### src/rtl/smul_pkg.sv
package smul_pkg;

  typedef enum logic {
    PH_IDLE = 1'b0,
    PH_RUN  = 1'b1
  } mul_phase_e;

  // Counter width needed to index a given number of steps (at least one bit).
  function automatic int step_cnt_width(input int steps);
    return (steps > 1) ? $clog2(steps) : 1;
  endfunction

endpackage

### src/rtl/mul_ctrl.sv
module mul_ctrl
  import smul_pkg::*;
#(
  parameter int OPW = 4
) (
  input  logic                               clk,
  input  logic                               rst,
  input  logic                               start,
  output logic                               load_fire,
  output logic                               step_fire,
  output logic                               last_step,
  output logic                               busy,
  output logic                               done,
  output logic [step_cnt_width(OPW)-1:0]     iter_cnt
);
  localparam int CW = step_cnt_width(OPW);
  localparam logic [CW-1:0] LAST_IDX = CW'(OPW - 1);

  mul_phase_e phase_q;

  assign busy      = (phase_q == PH_RUN);
  assign load_fire = start && !busy;
  assign step_fire = busy;
  assign last_step = step_fire && (iter_cnt == LAST_IDX);

  always_ff @(posedge clk) begin
    if (rst) begin
      phase_q  <= PH_IDLE;
      iter_cnt <= '0;
      done     <= 1'b0;
    end else begin
      done <= last_step;
      if (load_fire) begin
        phase_q  <= PH_RUN;
        iter_cnt <= '0;
      end else if (last_step) begin
        phase_q  <= PH_IDLE;
        iter_cnt <= '0;
      end else if (step_fire) begin
        iter_cnt <= iter_cnt + 1'b1;
      end
    end
  end

endmodule

### src/rtl/mul_addstep.sv
module mul_addstep #(
  parameter int OPW = 4
) (
  input  logic [2*OPW-1:0] acc_in,
  input  logic [OPW-1:0]   mcand,
  output logic [2*OPW-1:0] acc_out,
  output logic             add_carry
);
  localparam int AW = 2 * OPW;

  // Conditional add into the high half, keeping the carry as an extra bit.
  function automatic logic [OPW:0] cond_add(input logic [OPW-1:0] hi,
                                            input logic [OPW-1:0] b,
                                            input logic           sel);
    return {1'b0, hi} + (sel ? {1'b0, b} : '0);
  endfunction

  logic [OPW:0]   hi_sum;
  logic [OPW-1:0] lo_half;

  assign lo_half   = acc_in[OPW-1:0];
  assign hi_sum    = cond_add(acc_in[AW-1:OPW], mcand, acc_in[0]);
  assign add_carry = hi_sum[OPW];
  // Carry plus sum plus low half, shifted right by one place.
  assign acc_out   = {hi_sum, lo_half[OPW-1:1]};

endmodule

### src/rtl/mul_datapath.sv
module mul_datapath #(
  parameter int OPW = 4
) (
  input  logic               clk,
  input  logic               rst,
  input  logic               load_fire,
  input  logic               step_fire,
  input  logic [OPW-1:0]     mcand,
  input  logic [OPW-1:0]     mplier,
  output logic [2*OPW-1:0]   acc,
  output logic               add_carry
);
  localparam int AW = 2 * OPW;

  logic [OPW-1:0] b_q;
  logic [AW-1:0]  acc_next;

  mul_addstep #(.OPW(OPW)) u_step (
    .acc_in   (acc),
    .mcand    (b_q),
    .acc_out  (acc_next),
    .add_carry(add_carry)
  );

  always_ff @(posedge clk) begin
    if (rst) begin
      b_q <= '0;
      acc <= '0;
    end else if (load_fire) begin
      b_q <= mcand;
      acc <= {{OPW{1'b0}}, mplier};
    end else if (step_fire) begin
      acc <= acc_next;
    end
  end

endmodule

### src/rtl/shift_add_mul.sv
module shift_add_mul #(
  parameter int OPW = 4
) (
  input  logic               clk,
  input  logic               rst,
  input  logic               start,
  input  logic [OPW-1:0]     mcand,
  input  logic [OPW-1:0]     mplier,
  output logic [2*OPW-1:0]   product,
  output logic               done
);
  localparam int CW = smul_pkg::step_cnt_width(OPW);

  logic          load_fire;
  logic          step_fire;
  logic          last_step;
  logic          busy;
  logic          add_carry;
  logic [CW-1:0] iter_cnt;

  mul_ctrl #(.OPW(OPW)) u_ctrl (
    .clk      (clk),
    .rst      (rst),
    .start    (start),
    .load_fire(load_fire),
    .step_fire(step_fire),
    .last_step(last_step),
    .busy     (busy),
    .done     (done),
    .iter_cnt (iter_cnt)
  );

  mul_datapath #(.OPW(OPW)) u_dp (
    .clk      (clk),
    .rst      (rst),
    .load_fire(load_fire),
    .step_fire(step_fire),
    .mcand    (mcand),
    .mplier   (mplier),
    .acc      (product),
    .add_carry(add_carry)
  );

endmodule

### config.mk
export PLATFORM = sky130hd
export DESIGN_NAME = shift_add_mul
export DESIGN_NICKNAME = d
export VERILOG_FILES = /design/src/rtl/smul_pkg.sv /design/src/rtl/mul_ctrl.sv /design/src/rtl/mul_addstep.sv /design/src/rtl/mul_datapath.sv /design/src/rtl/shift_add_mul.sv
export SDC_FILE = /design/constraint.sdc
export NUM_CORES = 1
export LEC_CHECK = 0
export BUFFER_PORTS_ARGS = -buffer_cell sky130_fd_sc_hd__buf_2
export CAP_MARGIN = 10
export CORE_AREA = 3 3 45 64
export DETAILED_ROUTE_END_ITERATION = 6
export DIE_AREA = 0 0 48 67
export GPL_TIMING_DRIVEN = 0
export HOLD_SLACK_MARGIN = 0.03
export PLACE_DENSITY_LB_ADDON = 0.25
export SKIP_LAST_GASP = 1
export SYNTH_ARGS = -nofsm -noshare
export SYNTH_HDL_FRONTEND = slang
export SYNTH_SLANG_ARGS = --single-unit
export TNS_END_PERCENT = 1
### constraint.sdc
create_clock -name clk -period 2 [get_ports clk]
set_input_delay 0.1 -clock clk [delete_from_list [all_inputs] [get_ports clk]]
set_output_delay 0.1 -clock clk [all_outputs]
set_load 0.005 [all_outputs]
---- Yosys cells after proc, flatten, opt, wreduce, memory -nomap -nowiden ----
Cells that the tools add are included.
word-level totals
  register bits after elaboration ......... 16
  bits of input ports ..................... 11
  output and inout bits ................... 9
  logic and storage cells ................. 21
cells by class
  add/subtract/negate cells ............... 2
  eq/ne operators ......................... 1
  multiplexer cells ....................... 5
  reductions and logical operators ........ 7
operators with widths
  operator                                                        number
  4-bit 2-to-1 mux                                                3
  4-bit by 4-bit adder with 5-bit output                          1
  2-bit nonzero test                                              2
  3-bit OR reduction                                              1
  2-bit by 1-bit adder with 2-bit output (second input constant)  1
  2-bit equality test (second input constant)                     1
  1-bit logical AND                                               2
  1-bit 2-to-1 mux                                                2
  2-bit OR reduction                                              1
  1-bit zero test                                                 1

---- Logic depth before layout (Yosys ltp) ----
Gate-level depths: netlist of the first run.
  depth in word-level cells ............... 4
  mapped depth ............................ 7
  mapped depth without buffers ............ 7

---- Modules after synthesis ----
A second synthesis of the first run with hierarchy kept.
second synthesis, totals
  cells, all modules ...................... 85
  area, all modules ....................... 844.6 µm²
by module, submodules not included
  module        instances  cells an instance  area an instance (µm²)  sequential area each (µm²)
  mul_datapath  1          44                 476.7                   240.2
  mul_addstep   1          24                 188.9                   0.0
  mul_ctrl      1          17                 178.9                   80.1

---- Worst setup path before layout of the first run ----
No wires, ideal clock.
  path type ............................... flip-flop to flip-flop
  start ................................... register u_dp.acc[0]
  end ..................................... register u_dp.acc[7]
  setup time .............................. 0.091 ns
  data arrival time ....................... 1.515 ns
  required time ........................... 1.909 ns
  setup slack ............................. 0.394 ns
  stages on the path, launching flop included .. 8
  path buffers ............................ 0
  clock period less this slack ............ 1.606 ns
  cells stage by stage .................... dfxtp_1 -> and2_1 -> ha_1 -> inv_1 -> fa_1 -> nor2b_1 -> o21ai_0 -> a311oi_1
between the ends
  longest elaborated chain between the ends .. 2
RTL lines
  element                                 line                text
  start: declaration                      mul_datapath.sv:10  output logic [2*OPW-1:0] acc,
  start signal: assignment                mul_datapath.sv:31  acc <= {{OPW{1'b0}}, mplier};
  start signal: assignment                mul_datapath.sv:33  acc <= acc_next;
  4-bit 2-to-1 mux                        mul_addstep.sv:15   return {1'b0, hi} + (sel ? {1'b0, b} : '0);
  4-bit by 4-bit adder with 5-bit output  mul_addstep.sv:15
No other way between the ends.
A chain may end at the register's enable or synchronous reset.

---- Worst setup path in the final report of the first run ----
Ends and elaborated chain as after synthesis.

==> results of run 1 <==
[worst paths after layout]
kind          startpoint  cells past startpoint           to
min reg2reg  u_dp.acc[1]                      2  u_dp.acc[0]
max          u_dp.acc[0]                      7  u_dp.acc[7]
max reg2reg  u_dp.acc[0]                      7  u_dp.acc[7]
min             mcand[0]                      3  u_dp.b_q[0]
[metal layers]
layer  wire length [µm]  vias up  share of wire (%)  track usage, %
met2                825       15                 50           21.19
li1                   -      352                  -               -
met3                 66        5                4.0           1.622
met4                 48        0                2.9           7.071
met5                  0        -                  0               0
met1                718      311                 43           13.44
[state kept, by name (all words and copies together), names as in the netlist]
signal           cells
u_ctrl.done          1
u_ctrl.busy          1
u_dp.b_q             4
u_ctrl.iter_cnt      2
u_dp.acc             8
[layout make-up]
| class | count | area, µm² | area share [%] |
|---|---|---|---|
| clock buffer | 4 | 36.28 | 3.728 |
| sequential | 16 | 320.3 | 32.90 |
| multi-input combinational | 64 | 431.7 | 44.34 |
| inverter | 6 | 22.52 | 2.314 |
| buffer | 8 | 48.80 | 5.013 |
| timing repair buffer | 17 | 85.08 | 8.740 |
| tap | 23 | 28.78 | 2.956 |
[layout by cell type, fill, tap and decap left out]
master	instances
nand2_1	11
fa_1	1
a21oi_1	7
clkbuf_4	3
and3b_1	1
o311ai_1	1
inv_1	6
a21o_1	1
xnor2_1	1
buf_1	1
a2111o_1	1
mux2i_1	4
clkbuf_8	1
ha_1	5
and2_1	3
nor2b_1	3
buf_2	19
o21ai_0	2
nor3b_1	2
clkbuf_2	1
nand3_1	1
dfxtp_1	16
buf_4	4
nor2_1	11
nand2b_1	1
mux2_2	4
a31oi_1	3
a311oi_1	1
[logic make-up (layout without fill, tap and decap cells)]
logic type      after synthesis  after routing  synth area share (%)
buf+inv                      14             35                 8.662
compound gates               16             16                 12.16
flops                        16             16                 38.91
xor+xnor                      1              1                 1.064
fa+ha+maj                     6              6                 10.03
simple gates                 33             33                 18.85
mux                           8              8                 10.33
[worst min-delay path, stage by stage]
cell and delay [ns]:
buf_2 0.07, mux2i_1 0.06, nor2_1 0.07
[through the flow]
stage	setup WS, ns	power [mW]
after floorplan	0.3941	0.4099
after global routing	0.01468	0.6796
after detailed placement	0.2376	0.4381
final	0.2264	0.6481
after global placement	0.2688	0.4360
after CTS	0.1900	0.6586
[power breakdown]
group	leakage, nW	switching [mW]	internal (mW)
registers	0.131	0.0116	0.334
logic	0.315	0.0402	0.0433
clock network	0.0210	0.108	0.111
total	0.466	0.160	0.488
==> reports/qor.csv, run 1 <==
stage,metric,value,unit
status,status,finished clean,
timing,max_slew_margin,69.00,%
finish,syn2layout_area_growth,18.24,%
clock_network,cts.sinks,16,
floorplan,die_h,67,µm
synthesis,ys_async_sr_fraction,0,%
drt,drt_iter0_markers,12,
synthesis,synth.top_cell.area_share,38.91,%
worst_setup_path,cp_num_buf_inv,1,
placed_design,place_area,937.1,µm²
worst_setup_path,end_kind,register,
timing,drv_slew,0,
clock_network,clkSlewWorstSetupHoldPaths,0.10,ns
grt,grt_first_pass_wirelength,2.829,mm
synthesis,synth.area.top_cells,"dfxtp_1 39%, ha_1 7.6%, mux2_2 5.5%, nand2_1 5.0%, nor2_1 5.0%",
drt,drt_wl_total,1.658,mm
worst_setup_path,crit_arrival,1.98,ns
finish,fin_cells,138,
timing,setup_viol,0,
synthesis,synth_warnings,0,
grt,track_usage,12.31,%
flow_run,drv_cap,0,
min_path,hold_path.class,input pin to register,
floorplan,rows,21,
finish,nFillCells,245,
drt,dr_total_vias,683,
timing,tightest_slew,0.4649,ns
worst_setup_path,crit_fanout,6,
synthesis,synth_flop_cell,dfxtp_1,
synthesis,synthDistinctLibCells,26,
clock_network,cts_max_level,1,
floorplan,initial_core_util,34.81,%
drt,wl_per_cell,12.01,µm
finish,drive_above_1_share,27.83,%
worst_setup_path,slowest_delay,0.42,ns
synthesis,synth_largest_area_cell,dfxtp_1,
worst_setup_path,cp_cell_sequence,and2_1 > ha_1 > inv_1 > fa_1 > nor2b_1 > o21ai_0 > a311oi_1,
clock_network,post_cts_resized,0,
clock_network,cts_inserted_buffers,3,
finish,fin_nets,133,
grt,grt_overflow,0,
timing,period_needed,1.774,ns
drt,first_pass_iters,4,
worst_setup_path,critPathRequiredTime,2.21,ns
power_and_ir_drop,p_leak,0.4665,nW
synthesis,synthCells,94,
placed_design,gp_congestion,0.7852,
worst_setup_path,rrSetupSlack,0.23,ns
worst_setup_path,critPathSlowestCell,fa_1,
finish,finalCoreUtilization,41.16,%
power_and_ir_drop,p_per_area,665.8,nW/µm²
finish,stdcell_area,973.4,µm²
timing,skew,0.003167,ns
clock_network,clk_latency,0.30,ns
timing,rsz0062_at_grt,no,
worst_setup_path,cp-start-kind,register,
timing,hold_slack,0.03581,ns
clock_network,cts-root-buf,clkbuf_4,
floorplan,fp.dieW,48,µm
clock_network,tritoncts,done,
synthesis,syn_area,823.3,µm²
timing,fin_setup_tns,0,ns
drt,via_per_inst,4.949,
drt,ant_nets,0,
placed_design,hpwl,1.296,mm
floorplan,die-area,3216,µm²
synthesis,synth_edf_count,0,
placed_design,place.port_buffers,17,
finish,antenna_cells,0,
floorplan,io-pin-count,20,
synthesis,yosys-top-cells-count,"16 x dfxtp_1, 11 x nand2_1, 11 x nor2_1, 7 x a21oi_1, 6 x inv_1",
grt,grt_antenna_before_repair,0,
worst_setup_path,cp_top_family,adder cells,
synthesis,synth-seq-area-share,38.91,%
synthesis,avgSynthCellArea,8.758,µm²
placed_design,dp.cells,134,
clock_network,cts_buffer_depth,2,
synthesis,syn-num-nets,111,
timing,max_freq,563.8,MHz
clock_network,cts_hold_buf,0,
power_and_ir_drop,worst_ir_drop_vdd,0.0002828,V
synthesis,synthMostInstantiatedCell,dfxtp_1,
grt,grt_pass1_vias,691,
synthesis,synth_seq_cells,16,
drt,drcViolationCount,0,
worst_setup_path,crit_type,register to register,
timing,final.period_utilization,88.68,%
timing,timing_hold_violations_final,0,
clock_network,post_cts_buffers,0,
grt,grt_max_degree,11,
floorplan,fp.coreArea,2365,µm²
Power figures use the tool's default switching activity.
==> run 2: changes to the inputs <==
CELL_PAD_IN_SITES_DETAIL_PLACEMENT = 0   (was default)
CELL_PAD_IN_SITES_GLOBAL_PLACEMENT = 1   (was default)
==> run 2 against run 1 <==
Against the previous run: clock skew decreased by 0.0019 ns; die area unchanged; worst setup slack worse by 0.040 ns; largest power group unchanged; wire length grew 6.9%; first-iteration DRC count shrank 42%; sequential cell count is the same; via count is 0.88% higher; worst hold slack better by 0.0076 ns; clock-buffer cell count unchanged; global-route usage is 0.42 points higher.
==> reports/qor.csv, run 2 (synthesis gave the netlist of run 1 again) <==
stage,metric,value,unit
status,status,finished clean,
clock_network,cts-root-buf,clkbuf_4,
power_and_ir_drop,power_frac_seq,53.7,%
finish,nFillCells,257,
drt,wl_per_cell,12.85,µm
floorplan,fp.coreArea,2365,µm²
floorplan,rows,21,
finish,reg_top3,"u_dp.acc: 8 flops, u_dp.b_q: 4 flops, u_ctrl.iter_cnt: 2 flops",
clock_network,clkSlewWorstSetupHoldPaths,0.10,ns
timing,setup_viol,0,
placed_design,gp_congestion,0.7251,
timing,rsz0062_at_grt,no,
finish,antenna_cells,0,
grt,track_usage,12.72,%
power_and_ir_drop,p_leak,0.4665,nW
clock_network,tritoncts,done,
power_and_ir_drop,switching_share,24.38,%
clock_network,cts_buffer_depth,2,
drt,drt_iter0_markers,7,
placed_design,dp_slack,0.1902,ns
power_and_ir_drop,finalPower,645.1,µW
grt,grt_antenna_before_repair,0,
power_and_ir_drop,combPwrFrac,13.1,%
timing,setup_ws,0.1868,ns
drt,first_pass_iters,2,
finish,drive_above_1_share,27.83,%
floorplan,fp.dieW,48,µm
worst_setup_path,end_kind,register,
drt,drt_wl_total,1.773,mm
finish,syn2layout_area_growth,18.24,%
worst_setup_path,crit_fanout,6,
floorplan,die_h,67,µm
power_and_ir_drop,worst_ir_drop_vdd,0.0002639,V
finish,seqCellArea,320.3,µm²
min_path,hold_path.class,input pin to register,
drt,via_per_inst,4.993,
floorplan,io-pin-count,20,
flow_run,drv_cap,0,
timing,fin_setup_tns,0,ns
floorplan,initial_core_util,34.81,%
clock_network,cts_max_level,1,
clock_network,cts.sinks,16,
grt,grt_max_degree,11,
drt,drcViolationCount,0,
power_and_ir_drop,internal_power,487.8,µW
finish,multi_input_area,431.7,µm²
finish,mostFrequentLayoutCell,buf_2,
clock_network,post_cts_resized,0,
clock_network,post_cts_buffers,0,
timing,max_slew_margin,69.78,%
finish,largest_reg_flops,8,
timing,period_needed,1.813,ns
placed_design,place.port_buffers,17,
timing,skew,0.001311,ns
power_and_ir_drop,p_switching,157.3,µW
finish,fin_nets,133,
power_and_ir_drop,clockPowerShare,33.2,%
grt,grt_overflow,0,
clock_network,clk_latency,0.28,ns
timing,max_freq,551.5,MHz
drt,ant_nets,0,
clock_network,cts_inserted_buffers,3,
floorplan,die-area,3216,µm²
timing,timing_hold_violations_final,0,
worst_setup_path,critPathRequiredTime,2.19,ns
timing,final.period_utilization,90.66,%
timing,tightest_slew,0.4534,ns
finish,final_cell_mix,"19 x buf_2, 16 x dfxtp_1, 11 x nand2_1, 11 x nor2_1, 7 x a21oi_1",
worst_setup_path,crit_arrival,2.01,ns
worst_setup_path,crit_type,register to register,
timing,drv_slew,0,
power_and_ir_drop,p_per_area,662.7,nW/µm²
drt,dr_total_vias,689,
placed_design,hpwl,1.388,mm
clock_network,cts_hold_buf,0,
grt,grt_pass1_vias,686,
grt,grt_first_pass_wirelength,2.877,mm
finish,regMostFlops,u_dp.acc,
worst_setup_path,cp-start-kind,register,
-- run 2: cell counts in the layout (fill, tap and decap cells not counted) --
Identical to the previous run, type by type.
-- run 2: path summary, 6_finish.rpt --
path / start / endpoint / slack (ns) / cells after the start
worst max-delay path: u_dp.acc[0] / u_dp.acc[7] / 0.19 / 7
worst min-delay path: mcand[3] / u_dp.b_q[3] / 0.04 / 3
worst max register to register: u_dp.acc[0] / u_dp.acc[7] / 0.19 / 7
worst min register to register: u_dp.acc[3] / u_dp.acc[2] / 0.48 / 2
-- run 2: layout make-up --
cell class,count,area share [%]
inverter,6,2.314
tap,23,2.956
buffer,8,5.013
clock buffer,4,3.728
multi-input combinational,64,44.34
sequential,16,32.90
timing repair buffer,17,8.740
-- run 2: worst max-delay path, cell delays in order (launching register included) --
cell and delay [ns]:
dfxtp_1 0.42, and2_1 0.16, ha_1 0.17, inv_1 0.06, fa_1 0.42, nor2b_1 0.13
o21ai_0 0.09, a311oi_1 0.28
-- run 2: per-stage QoR --
stage / util (%) / area (µm²) / hold WS, ns / cells
final: 41.16 / 973.4 / 0.04340 / 138
after global routing: 41.16 / 973.4 / 0.04818 / 138
after CTS: 41.16 / 973.4 / 0.03434 / 138
after detailed placement: 39.63 / 937.1 / 0.3423 / 134
after global placement: 39.63 / 937.1 / 0.3373 / 134
after floorplan: - / 823.3 / 0.2468 / 94
-- run 2: power by group through the flow --
stage / logic [mW] / registers (mW) / clock network, mW
after global placement: 0.0836 / 0.354 / 0
after global routing: 0.0964 / 0.349 / 0.240
final: 0.0844 / 0.347 / 0.214
after detailed placement: 0.0860 / 0.354 / 0
after CTS: 0.0863 / 0.347 / 0.226
after floorplan: 0.0595 / 0.350 / 0
-- run 2: per-layer routing --
layer | GRT usage, % | up-vias | wire length, µm
li1 | - | 355 | -
met1 | 15.08 | 314 | 795
met2 | 20.70 | 18 | 892
met3 | 2.162 | 2 | 77
met4 | 6.734 | 0 | 8
met5 | 0 | - | 0
==> run 3: changes to the inputs <==
==> constraint.sdc (replaced) <==
create_clock -name clk -period 2 [get_ports clk]
set_input_delay 0.1 -clock clk [delete_from_list [all_inputs] [get_ports clk]]
set_output_delay 0.1 -clock clk [all_outputs]
set_load 0.1 [all_outputs]
==> run 3 against run 2 <==
Against the previous run: final cell count down 0.72%; highest routed layer unchanged; non-clock buffer count unchanged; largest power group unchanged; via count increased by 1.3%; critical path type unchanged.
==> reports/qor.csv, run 3 (synthesis gave the netlist of run 1 again) <==
stage,metric,value,unit
floorplan,initial_core_util,34.81,%
worst_setup_path,cp_num_buf_inv,1,
clock_network,cts.sinks,16,
clock_network,cts_hold_buf,0,
drt,first_pass_iters,4,
drt,wl_per_cell,12.60,µm
clock_network,cts_buffer_depth,2,
drt,drcViolationCount,0,
timing,max_freq,579.3,MHz
timing,fin_setup_tns,0,ns
placed_design,hpwl,1.311,mm
worst_setup_path,critPathSlowestCell,fa_1,
finish,syn2layout_area_growth,17.02,%
placed_design,gp_congestion,0.7347,
floorplan,fp.dieW,48,µm
finish,stdcell_area,963.4,µm²
drt,ant_nets,0,
floorplan,die_h,67,µm
finish,nFillCells,235,
worst_setup_path,crit_fanout,6,
finish,multi_input_area,431.7,µm²
grt,grt_overflow,0,
timing,setup_ws,0.2738,ns
finish,seqCellArea,324.1,µm²
floorplan,io-pin-count,20,
clock_network,post_cts_resized,0,
timing,skew,0.002540,ns
grt,track_usage,12.18,%
clock_network,clk_latency,0.28,ns
worst_setup_path,cp-start-kind,register,
placed_design,place.port_buffers,17,
finish,antenna_cells,0,
grt,grt_pass1_vias,672,
finish,largest_reg_flops,8,
grt,grt_antenna_before_repair,0,
finish,finalCoreUtilization,40.74,%
clock_network,cts-root-buf,clkbuf_4,
finish,drive_above_1_share,29.82,%
clock_network,tritoncts,done,
timing,tightest_slew,0.4859,ns
drt,via_per_inst,5.095,
power_and_ir_drop,p_leak,0.4607,nW
worst_setup_path,critPathRequiredTime,2.20,ns
finish,mostFrequentLayoutCell,buf_2,
finish,final_cell_mix,"19 x buf_2, 13 x dfxtp_1, 11 x nand2_1, 11 x nor2_1, 7 x a21oi_1",
flow_run,drv_cap,0,
placed_design,dp_slack,0.2896,ns
finish,fin_nets,133,
floorplan,die-area,3216,µm²
timing,drv_slew,0,
floorplan,fp.coreArea,2365,µm²
worst_setup_path,end_kind,register,
worst_setup_path,slowest_delay,0.42,ns
worst_setup_path,cp_cell_sequence,and2_1 > ha_1 > inv_1 > fa_1 > nor2b_1 > o21ai_0 > a311oi_1,
timing,max_slew_margin,67.83,%
timing,rsz0062_at_grt,no,
grt,grt_max_degree,11,
drt,drt_wl_total,1.726,mm
clock_network,post_cts_buffers,0,
finish,regMostFlops,u_dp.acc,
clock_network,cts_inserted_buffers,3,
drt,dr_total_vias,698,
placed_design,place_area,940.9,µm²
min_path,hold_path.class,input pin to register,
clock_network,cts_max_level,1,
clock_network,clkSlewWorstSetupHoldPaths,0.09,ns
timing,final.period_utilization,86.31,%
worst_setup_path,cp_top_family,adder cells,
status,status,finished clean,
worst_setup_path,crit_arrival,1.93,ns
drt,drt_iter0_markers,12,
worst_setup_path,crit_type,register to register,
power_and_ir_drop,worst_ir_drop_vdd,0.0003106,V
timing,period_needed,1.726,ns
floorplan,rows,21,
timing,timing_hold_violations_final,0,
grt,grt_first_pass_wirelength,2.801,mm
timing,setup_viol,0,
finish,reg_top3,"u_dp.acc: 8 flops, u_dp.b_q: 4 flops, u_ctrl.iter_cnt: 2 flops",
power_and_ir_drop,p_per_area,676.1,nW/µm²
-- run 3: tightest hold or removal path, stage by stage --
cell and delay [ns]:
buf_2 0.08, mux2i_1 0.05, nor2_1 0.07
-- run 3: metrics by stage --
stage	cells	hold WS, ns	total power, mW
after global routing	137	0.04671	0.6873
after global placement	134	0.3382	0.4870
after floorplan	94	0.2468	0.4593
after detailed placement	134	0.3430	0.4889
after CTS	137	0.03671	0.6648
final	137	0.04372	0.6514
-- run 3: path summary, 6_finish.rpt --
check	endpoint	slack, ns	depth (start not counted)	start
worst min register to register	u_dp.acc[2]	0.48	2	u_dp.acc[3]
worst min-delay path	u_dp.b_q[1]	0.04	3	mcand[1]
worst max register to register	u_dp.acc[7]	0.27	7	u_dp.acc[0]
worst max-delay path	u_dp.acc[7]	0.27	7	u_dp.acc[0]
-- run 3: routing by layer --
| metal | vias to the layer above | track usage (%) | wire length, µm | share of wire (%) |
|---|---|---|---|---|
| met5 | - | 0 | 0 | 0 |
| met4 | 0 | 6.061 | 14 | 0.81 |
| met3 | 2 | 2.432 | 77 | 4.5 |
| met2 | 17 | 19.54 | 827 | 48 |
| met1 | 322 | 14.66 | 805 | 47 |
| li1 | 357 | - | - | - |
-- run 3: area by class of cell --
| type | count | area share, % |
|---|---|---|
| Multi-Input combinational cell | 64 | 44.81 |
| Clock buffer | 3 | 2.338 |
| Tap cell | 23 | 2.987 |
| Buffer | 8 | 5.065 |
| Inverter | 6 | 2.338 |
| Timing Repair Buffer | 17 | 8.831 |
| Sequential cell | 16 | 33.64 |
-- run 3: where the power goes --
part | switching [mW] | internal [mW] | leakage (nW)
Clock | 0.101 | 0.0699 | 0.0138
Sequential | 0.0135 | 0.334 | 0.132
Combinational | 0.0893 | 0.0433 | 0.315
Total | 0.204 | 0.447 | 0.461
